## src/rtl/wcf_pkg.sv

```systemverilog
package wcf_pkg;

  typedef enum logic [2:0] {
    CMP_OFF     = 3'd0,
    CMP_BELOW   = 3'd1,
    CMP_ABOVE   = 3'd2,
    CMP_INSIDE  = 3'd3,
    CMP_OUTSIDE = 3'd4
  } cmp_mode_e;

  typedef enum logic [1:0] {
    SAVE_ALL   = 2'd0,
    SAVE_MATCH = 2'd1,
    SAVE_NONE  = 2'd2,
    SAVE_MISS  = 2'd3
  } save_mode_e;

  localparam int CMP_MODE_W  = 3;
  localparam int SAVE_MODE_W = 2;

endpackage

```

## src/rtl/wcf_window_cmp.sv

```systemverilog
module wcf_window_cmp
  import wcf_pkg::*;
#(
  parameter int DATA_W = 16
) (
  input  logic [DATA_W-1:0]     acc_i,
  input  logic [DATA_W-1:0]     lo_i,
  input  logic [DATA_W-1:0]     hi_i,
  input  logic [CMP_MODE_W-1:0] mode_i,
  output logic                  hit_o
);

  logic below_lo;
  logic above_hi;

  // Both relations are strict and signed; equality never counts.
  assign below_lo = $signed(acc_i) < $signed(lo_i);
  assign above_hi = $signed(acc_i) > $signed(hi_i);

  always_comb begin
    case (mode_i)
      CMP_BELOW:   hit_o = below_lo;
      CMP_ABOVE:   hit_o = above_hi;
      CMP_INSIDE:  hit_o = ($signed(acc_i) > $signed(lo_i)) &&
                           ($signed(acc_i) < $signed(hi_i));
      CMP_OUTSIDE: hit_o = below_lo || above_hi;
      default:     hit_o = 1'b0;  // off and unused codes
    endcase
  end

endmodule

```

## src/rtl/wcf_save_policy.sv

```systemverilog
module wcf_save_policy
  import wcf_pkg::*;
(
  input  logic                   hit_i,
  input  logic [SAVE_MODE_W-1:0] mode_i,
  output logic                   keep_o
);

  always_comb begin
    case (mode_i)
      SAVE_ALL:   keep_o = 1'b1;
      SAVE_MATCH: keep_o = hit_i;
      SAVE_MISS:  keep_o = !hit_i;
      default:    keep_o = 1'b0;  // SAVE_NONE
    endcase
  end

endmodule

```

## src/rtl/wcf_out_stage.sv

```systemverilog
module wcf_out_stage #(
  parameter int DATA_W = 16
) (
  input  logic              clk,
  input  logic              rst_n,
  input  logic              valid_i,
  input  logic [DATA_W-1:0] data_i,
  input  logic              hit_i,
  input  logic              keep_i,
  output logic              valid_o,
  output logic [DATA_W-1:0] data_o,
  output logic              hit_o,
  output logic              keep_o
);

  always_ff @(posedge clk or negedge rst_n) begin
    if (!rst_n) begin
      valid_o <= 1'b0;
      hit_o   <= 1'b0;
      keep_o  <= 1'b0;
    end else begin
      valid_o <= valid_i;
      hit_o   <= valid_i && hit_i;
      keep_o  <= valid_i && keep_i;
    end
  end

  // Data register only loads on a strobe; holds otherwise.
  always_ff @(posedge clk or negedge rst_n) begin
    if (!rst_n) begin
      data_o <= '0;
    end else if (valid_i) begin
      data_o <= data_i;
    end
  end

endmodule

```

## src/rtl/window_save_filter.sv

```systemverilog
module window_save_filter
  import wcf_pkg::*;
#(
  parameter int DATA_W = 16
) (
  input  logic                   clk,
  input  logic                   rst_n,
  input  logic                   in_valid,
  input  logic [DATA_W-1:0]      in_acc,
  input  logic [DATA_W-1:0]      thr_lo,
  input  logic [DATA_W-1:0]      thr_hi,
  input  logic [CMP_MODE_W-1:0]  cmp_mode,
  input  logic [SAVE_MODE_W-1:0] save_mode,
  output logic                   out_valid,
  output logic [DATA_W-1:0]      out_result,
  output logic                   out_match,
  output logic                   out_save
);

  logic hit;
  logic keep;

  wcf_window_cmp #(.DATA_W(DATA_W)) u_cmp (
    .acc_i  (in_acc),
    .lo_i   (thr_lo),
    .hi_i   (thr_hi),
    .mode_i (cmp_mode),
    .hit_o  (hit)
  );

  wcf_save_policy u_policy (
    .hit_i  (hit),
    .mode_i (save_mode),
    .keep_o (keep)
  );

  wcf_out_stage #(.DATA_W(DATA_W)) u_stage (
    .clk     (clk),
    .rst_n   (rst_n),
    .valid_i (in_valid),
    .data_i  (in_acc),
    .hit_i   (hit),
    .keep_i  (keep),
    .valid_o (out_valid),
    .data_o  (out_result),
    .hit_o   (out_match),
    .keep_o  (out_save)
  );

endmodule

```

## config.mk

```make
export PLATFORM = sky130hd
export DESIGN_NAME = window_save_filter
export DESIGN_NICKNAME = d
export VERILOG_FILES = /design/src/rtl/wcf_pkg.sv /design/src/rtl/wcf_window_cmp.sv /design/src/rtl/wcf_save_policy.sv /design/src/rtl/wcf_out_stage.sv /design/src/rtl/window_save_filter.sv
export SDC_FILE = /design/constraint.sdc
export NUM_CORES = 1
export LEC_CHECK = 0
export BUFFER_PORTS_ARGS = -buffer_cell sky130_fd_sc_hd__buf_4
export CAP_MARGIN = 10
export CORE_ASPECT_RATIO = 1.4
export CORE_MARGIN = 2
export CORE_UTILIZATION = 50
export DETAILED_ROUTE_END_ITERATION = 16
export PLACE_DENSITY = 0.94
export SLEW_MARGIN = 20
export SYNTH_ARGS = -nofsm -noshare
export SYNTH_HDL_FRONTEND = slang
export SYNTH_SLANG_ARGS = --single-unit
```

## constraint.sdc

```tcl
create_clock -name clk -period 1.37 [get_ports clk]
set_clock_uncertainty 0.1 [all_clocks]
set_input_delay 0.137 -clock clk [delete_from_list [all_inputs] [get_ports clk]]
set_output_delay 0.137 -clock clk [all_outputs]
set_load 0.01 [all_outputs]
```

Word-level counts from Yosys, hierarchy flattened
Cells that the tools add are included.
- register bits: 19
- input port bits: 56
- output and inout bits: 19
- word-level logic and storage cells: 22
- $lt $le $gt $ge: 4
- equality and inequality tests: 6
- mux-type cells: 2
- reductions and logical operators: 6
- operator list (operator ; number):
    $gt 16x16->1 ; 2
    $lt 16x16->1 ; 2
    $eq 3x2->1 const B ; 2
    $pmux 1 s4 ; 1
    $eq 3x1->1 const B ; 1
    $eq 3x3->1 const B ; 1
    $logic_and 1x1->1 ; 3
    $pmux 1 s3 ; 1
    $eq 2x1->1 const B ; 1
    $eq 2x2->1 const B ; 1
    $logic_not 2->1 ; 1
    $logic_not 1->1 ; 1
    $logic_or 1x1->1 ; 1

Longest topological paths before layout
Gate-level depths: netlist of run 1.
- depth in word-level cells: 6
- gate-level depth with buffers: 10
- gate-level depth less buffers: 10

Hierarchy
Synthesis of run 1 repeated with hierarchy kept, for this count alone.
- cell total of the unflattened synthesis: 172
- area, all modules: 1660.3 um^2
- by module, submodules not included (module ; times used ; cells each ; area an instance (um^2) ; sequential area each (um^2)):
    wcf_window_cmp ; 1 ; 131 ; 905.9 ; 0.0
    wcf_out_stage ; 1 ; 39 ; 732.0 ; 475.5
    wcf_save_policy ; 1 ; 2 ; 22.5 ; 0.0

Worst setup path after synthesis of run 1
No wires, ideal clock.
- path kind: in2reg
- start point: input thr_hi[15]
- end point: register u_stage.keep_o
- library setup time: 79 ps
- arrival time: 1879 ps
- required time: 1191 ps
- path slack: -688 ps
- stages: 9
- path buffers: 0
- cell sequence: inv_1 -> ha_1 -> nand4_2 -> a2111o_1 -> o211ai_2 -> mux2i_1 -> a21boi_2 -> o2111ai_1 -> mux2i_1
- word-level cells in the longest chain between the ends: 6
- elaborated cells on any way between the ends: 8
- classes of those cells: order compare (2); mux (2); reduce/logical (4)
- ends and longest elaborated chain (element ; line ; text):
    start, declared ; window_save_filter.sv:11 ; input logic [DATA_W-1:0] thr_hi,
    $gt 16x16->1 / $lt 16x16->1 (equally long branches) ; wcf_window_cmp.sv:18, wcf_window_cmp.sv:25 ;
    $logic_or 1x1->1 / $logic_and 1x1->1 (equally long branches) ; wcf_window_cmp.sv:26, wcf_window_cmp.sv:24 ;
    $pmux 1 s4 (*) ; wcf_window_cmp.sv:21 ; case (mode_i)
    $logic_not 1->1 ; wcf_save_policy.sv:13 ; SAVE_MISS: keep_o = !hit_i;
    $pmux 1 s3 (*) ; wcf_save_policy.sv:10 ; case (mode_i)
    $logic_and 1x1->1 (*) ; wcf_out_stage.sv:24 ; keep_o <= valid_i && keep_i;
    end signal, assigned ; wcf_out_stage.sv:24 ;
    end, declared ; wcf_out_stage.sv:13 ; output logic keep_o
Every way passes the cells marked *; elsewhere a longest branch is shown, timed or not.
A chain may end at the register's enable or synchronous reset.

Final worst setup path of run 1
- start point: input thr_hi[1]
- end point: register u_stage.keep_o
Same word-level chain as after synthesis.

==> results of run 1 <==
[path summary, 6_finish.rpt]
path                                                  end  slack (ns)  cells after the start
setup reg to reg           u_stage.data_o[11]$_DFFE_PN0P_        0.47                      1
min in group asynchronous       u_stage.valid_o$_DFF_PN0_        0.19                      2
max in group asynchronous  u_stage.data_o[12]$_DFFE_PN0P_        0.76                      2
hold reg to reg             u_stage.data_o[6]$_DFFE_PN0P_        0.42                      1
setup / recovery                 u_stage.keep_o$_DFF_PN0_       -0.76                     11
hold / removal              u_stage.data_o[0]$_DFFE_PN0P_        0.02                      2
[kinds of logic (layout without fill, tap and decap cells)]
group           count (synthesis)  count (layout)  share of synthesized area [%]
buf+inv                        35             130                           8.15
simple gates                   33              33                           11.7
fa+ha+maj                      32              32                           24.8
compound gates                 28              28                           12.3
flops                          19              19                           29.5
mux                            18              18                           12.4
xor+xnor                        2               2                           1.09
[cell usage after synthesis, types with 3 or more instances]
library cell,instances
nand4_1,4
nor2_1,4
ha_1,32
mux2_2,16
inv_1,33
nand3_1,5
nand2_1,8
a211oi_1,3
a21oi_1,11
o211ai_1,3
dfrtp_1,19
[power by group]
| part | leakage, nW | internal [mW] | switching [mW] |
|---|---|---|---|
| Combinational | 1.11 | 0.487 | 0.432 |
| Clock | 0.0228 | 0.207 | 0.203 |
| Sequential | 0.225 | 0.614 | 0.0317 |
| Total | 1.36 | 1.31 | 0.666 |
[layout make-up]
| type | instances | area, um^2 |
|---|---|---|
| Multi-Input combinational cell | 113 | 1430 |
| Timing Repair Buffer | 93 | 738 |
| Tap cell | 39 | 48.8 |
| Clock buffer | 4 | 45.0 |
| Fill cell | 100 | 225 |
| Sequential cell | 19 | 475 |
| Inverter | 33 | 129 |
[routing by layer]
metal | up-vias | global-route usage [%] | share of wire, %
met1 | 874 | 26.7 | 34
met3 | 51 | 3.38 | 6.1
met4 | 0 | 11.1 | 7.5
met2 | 113 | 46.6 | 52
li1 | 778 | - | -
met5 | - | 0 | 0
[sequential cells by signal, summed over array words and instances (netlist names)]
register         flops
u_stage.data_o      16
u_stage.hit_o        1
u_stage.valid_o      1
u_stage.keep_o       1
[repair_timing]
action / CTS / global route
hold buffers: 1 / 0
pin swaps: 11 / 24
buffers inserted: 7 / 6
setup endpoints to repair: 2 / 2
gates resized for setup: 18 / 43
endpoints found under the hold margin: 19 / 0
gates cloned: 0 / 0
==> impl_metrics.env, run 1 <==
export IMPL_dp_hpwl_um=3250
export IMPL_p_leak_nw=1.36
export IMPL_avgSynthCellArea_um2=9.66
export IMPL_fin_ws_ns=-0.761
export IMPL_cellPowerDensity_nw_per_um2=689
export IMPL_htreeDepth=1
export IMPL_cts_made_buffers=3
export IMPL_required_ns=1.45
export IMPL_finalSetupViolations=2
export IMPL_setup_tns_final_ns=-1.40
export IMPL_drt_iter0_drc=68
export IMPL_drive_above_1_share_pct=62.2
export IMPL_placed_cells=285
export IMPL_fin_area_um2=2870
export IMPL_fmax_ghz=0.469
export IMPL_wl_per_cell_um=22.2
export IMPL_finalMaxSlewViolations=0
export IMPL_gp_congestion=0.800
export IMPL_area_growth_pct=77.8
export IMPL_max_slew_worst_pin_slew_ns=0.333
export IMPL_synth_area_um2=1610
export IMPL_initial_core_util_pct=52.1
export IMPL_min_from="in_acc[0]"
export IMPL_clock_sinks=19
export IMPL_vdd_drop_max_v=0.000700
export IMPL_clock_tree_root_cell="clkbuf_8"
export IMPL_clk_pin_slew_ns=0.08
export IMPL_ys_seq_area_share_pct=29.5
export IMPL_rows=24
export IMPL_grt_pass1_vias=1669
export IMPL_period_needed_ns=2.13
export IMPL_synthArstFlopShare_pct=100
export IMPL_crit_slowest_cell="a2111o_1"
export IMPL_total_power_mw=1.98
export IMPL_critPathMaxStageDelay_ns=0.39
export IMPL_dpl_cell_area_um2=2310
export IMPL_final_common_cell="buf_4"
export IMPL_synth_cells=167
export IMPL_worst_path_max_fanout=2
export IMPL_vias=1816
export IMPL_synth_edff_count=0
export IMPL_cts_buffer_depth=2
export IMPL_grt_max_degree=21
export IMPL_cts_tree="yes"
export IMPL_cp_arrival_ns=2.21
export IMPL_post_route_period_util_pct=156
export IMPL_core_um2=3090
export IMPL_hold_slack_ns=0.0196
export IMPL_grt_overflow=0
export IMPL_yosysWarnings=0
export IMPL_cap_violations=0
export IMPL_synth_top_area_cell="dfrtp_1"
export IMPL_synth_top_area_share_pct=29.5
export IMPL_die_area_um2=3700
export IMPL_r2r_start="u_stage.data_o[11]$_DFFE_PN0P_"
export IMPL_viasPerCell=6.03
export IMPL_pre_cts_slack_ns=-0.916
export IMPL_syn_num_nets=255
export IMPL_synth_area_leaders="dfrtp_1, ha_1, mux2_2"
export IMPL_hold_violations=0
export IMPL_violations="setup timing"
export IMPL_drt_wl_total_um=6680
export IMPL_die_width_um=52
export IMPL_final_cell_mix="buf_4, inv_1, ha_4"
export IMPL_synthFlopType="dfrtp_1"
export IMPL_io_pins=75
export IMPL_ant_nets=0
export IMPL_die_y_um=71.2
export IMPL_cp_startpoint="thr_hi[1]"
export IMPL_path_cells="buf_8 > inv_6 > ha_4 > nor2b_1 > o211ai_1 > a2111o_1 > o211ai_2 > mux2i_2 > a21boi_4 > o2111ai_2 > mux2i_1"
export IMPL_end_kind="register"
export IMPL_drc=0
export IMPL_finalNonFillerCells=301
export IMPL_path_buf_inv=2
export IMPL_rsz0062_at_grt="true"
export IMPL_slew_headroom_pct=77.7
export IMPL_grt_usage_pct=25.0
export IMPL_clock_latency_ns=0.26
export IMPL_nets=351
export IMPL_status="complete, but fails checks"
export IMPL_io_buffer_count=74
export IMPL_ys_seq_elements=19
export IMPL_min_path_type="primary input to register"
export IMPL_diodes=0
export IMPL_antenna_found_initial=0
export IMPL_ys_types=33
export IMPL_final_util_pct=92.7
export IMPL_critPathLaunchType="primary input"
export IMPL_path_class="primary input to register"
export IMPL_firstDrtPassIters=4
export IMPL_cp_top_family="compound AO/OA/AOI/OAI gates"
export IMPL_grt_pass1_wl_um=7020
(Power assumes the default switching activity.)
==> inputs of run 2 (changes only) <==
--- a/config.mk
+++ b/config.mk
@@ -7,11 +7,13 @@
 export LEC_CHECK = 0
 export BUFFER_PORTS_ARGS = -buffer_cell sky130_fd_sc_hd__buf_4
 export CAP_MARGIN = 10
+export CELL_PAD_IN_SITES_DETAIL_PLACEMENT = 0
+export CELL_PAD_IN_SITES_GLOBAL_PLACEMENT = 1
 export CORE_ASPECT_RATIO = 1.4
 export CORE_MARGIN = 2
-export CORE_UTILIZATION = 50
+export CORE_UTILIZATION = 37
 export DETAILED_ROUTE_END_ITERATION = 16
-export PLACE_DENSITY = 0.94
+export PLACE_DENSITY = 0.95
 export SLEW_MARGIN = 20
 export SYNTH_ARGS = -nofsm -noshare
 export SYNTH_HDL_FRONTEND = slang
==> impl_metrics.env, run 2 (synthesis gave the netlist of run 1 again) <==
export IMPL_dp_hpwl_um=3550
export IMPL_vias=1555
export IMPL_area_growth_pct=71.0
export IMPL_top_register="u_stage.data_o"
export IMPL_finalSetupViolations=2
export IMPL_r2r_cells=1
export IMPL_drive_above_1_share_pct=56.3
export IMPL_die_y_um=82.1
export IMPL_path_class="primary input to register"
export IMPL_final_common_cell="buf_4"
export IMPL_nets=350
export IMPL_min_path_type="primary input to register"
export IMPL_cellPowerDensity_nw_per_um2=673
export IMPL_regToRegEndpoint="u_stage.data_o[15]$_DFFE_PN0P_"
export IMPL_gp_congestion=0.752
export IMPL_grt_pass1_vias=1580
export IMPL_finalMaxSlewViolations=0
export IMPL_core_um2=4200
export IMPL_drt_iter0_drc=14
export IMPL_r2r_start="u_stage.data_o[15]$_DFFE_PN0P_"
export IMPL_htreeDepth=1
export IMPL_status="complete, but fails checks"
export IMPL_grt_usage_pct=18.1
export IMPL_initial_core_util_pct=38.4
export IMPL_grt_overflow=0
export IMPL_hold_violations=0
export IMPL_final_cell_mix="buf_4, inv_1, dfrtp_1"
export IMPL_clkPwrFrac_pct=22.0
export IMPL_pre_cts_slack_ns=-0.890
export IMPL_largest_reg_flops=16
export IMPL_drc=0
export IMPL_cts_made_buffers=3
export IMPL_rows=28
export IMPL_fin_ws_ns=-0.584
export IMPL_clk_pin_slew_ns=0.08
export IMPL_grt_pass1_wl_um=6880
export IMPL_required_ns=1.45
export IMPL_firstDrtPassIters=2
export IMPL_ant_nets=0
export IMPL_power_internal_mw=1.28
export IMPL_period_needed_ns=1.95
export IMPL_p_leak_nw=1.34
export IMPL_cap_violations=0
export IMPL_cts_buffer_depth=2
export IMPL_io_buffer_count=74
export IMPL_wl_per_cell_um=15.5
export IMPL_rrSetupSlack_ns=0.50
export IMPL_die_width_um=59.8
export IMPL_io_pins=75
export IMPL_switchingPower_mw=0.576
export IMPL_setup_tns_final_ns=-1.08
export IMPL_rsz0062_at_grt="true"
export IMPL_sw_frac_of_total_pct=31.0
export IMPL_clock_sinks=19
export IMPL_grt_max_degree=21
export IMPL_worst_path_max_fanout=2
export IMPL_clock_tree_root_cell="clkbuf_8"
export IMPL_max_slew_worst_pin_slew_ns=0.354
export IMPL_final_util_pct=65.6
export IMPL_viasPerCell=5.08
export IMPL_fmax_ghz=0.512
export IMPL_antenna_found_initial=0
export IMPL_critPathLaunchType="primary input"
export IMPL_cts_tree="yes"
export IMPL_combPwrFrac_pct=43.4
export IMPL_end_kind="register"
export IMPL_post_route_period_util_pct=143
export IMPL_vdd_drop_max_v=0.000608
export IMPL_cp_arrival_ns=2.04
export IMPL_holdPathStages=2
export IMPL_die_area_um2=4910
export IMPL_clock_latency_ns=0.25
export IMPL_diodes=0
export IMPL_min_from="in_acc[0]"
export IMPL_power_frac_seq_pct=34.5
export IMPL_drt_wl_total_um=4740
export IMPL_min_to="u_stage.data_o[0]$_DFFE_PN0P_"
export IMPL_slew_headroom_pct=76.1
export IMPL_violations="setup timing"
## run 2: power by group through the flow
stage | registers [mW] | clock network [mW] | logic, mW
after floorplan | 0.676 | 0 | 0.289
after global placement | 0.650 | 0 | 0.649
after detailed placement | 0.652 | 0 | 0.666
after CTS | 0.641 | 0.424 | 0.708
after global routing | 0.647 | 0.444 | 0.883
final | 0.641 | 0.409 | 0.806
## run 2: worst max path at each step
stage | from | to | slack (ns)
after CTS | in_acc[14] | u_stage.keep_o$_DFF_PN0_ | -0.59
final | thr_hi[6] | u_stage.keep_o$_DFF_PN0_ | -0.58
after global routing | thr_hi[6] | u_stage.keep_o$_DFF_PN0_ | -0.70
after global placement | in_acc[13] | u_stage.keep_o$_DFF_PN0_ | -0.85
after detailed placement | in_acc[14] | u_stage.keep_o$_DFF_PN0_ | -0.89
after floorplan | thr_hi[1] | u_stage.keep_o$_DFF_PN0_ | -0.61
## run 2: stage by stage
stage | power (mW) | hold WS, ns | std cells | instance area [um^2]
2_1_floorplan | 0.965 | -0.259 | 167 | 1660
3_3_place_gp | 1.30 | -0.0652 | 298 | 2370
3_5_place_dp | 1.32 | -0.0627 | 298 | 2370
4_1_cts | 1.77 | 0.0191 | 306 | 2540
5_1_grt | 1.97 | 0.0268 | 306 | 2760
6_report | 1.86 | 0.0268 | 306 | 2760
## run 2: what timing repair did
action / in CTS / in global routing
hold endpoints to repair: 19 / 0
gates resized for setup: 21 / 27
pin swaps: 10 / 7
hold buffers: 1 / 0
cloned: 0 / 0
setup buffers: 3 / 0
endpoints found under the setup margin: 2 / 2
## run 2: worst max-delay path, stage by stage
cell,delay [ns]
buf_4,0.08
inv_1,0.06
ha_4,0.28
nand4_1,0.16
a2111o_1,0.43
o211ai_2,0.10
mux2i_2,0.32
a21boi_4,0.09
o2111ai_2,0.18
mux2i_1,0.20
## run 2: layer usage
layer	vias up	GRT usage [%]	wire length, um
met4	0	3.33	34
met2	33	36.4	2810
li1	778	-	-
met3	2	1.40	110
met1	742	20.1	1780
met5	-	0	0
## run 2: area by class of cell
class | count | area, um^2
Tap cell | 45 | 56.3
Clock buffer | 4 | 45.0
Sequential cell | 19 | 475
Timing Repair Buffer | 92 | 746
Inverter | 33 | 131
Multi-Input combinational cell | 113 | 1300
Fill cell | 341 | 1450
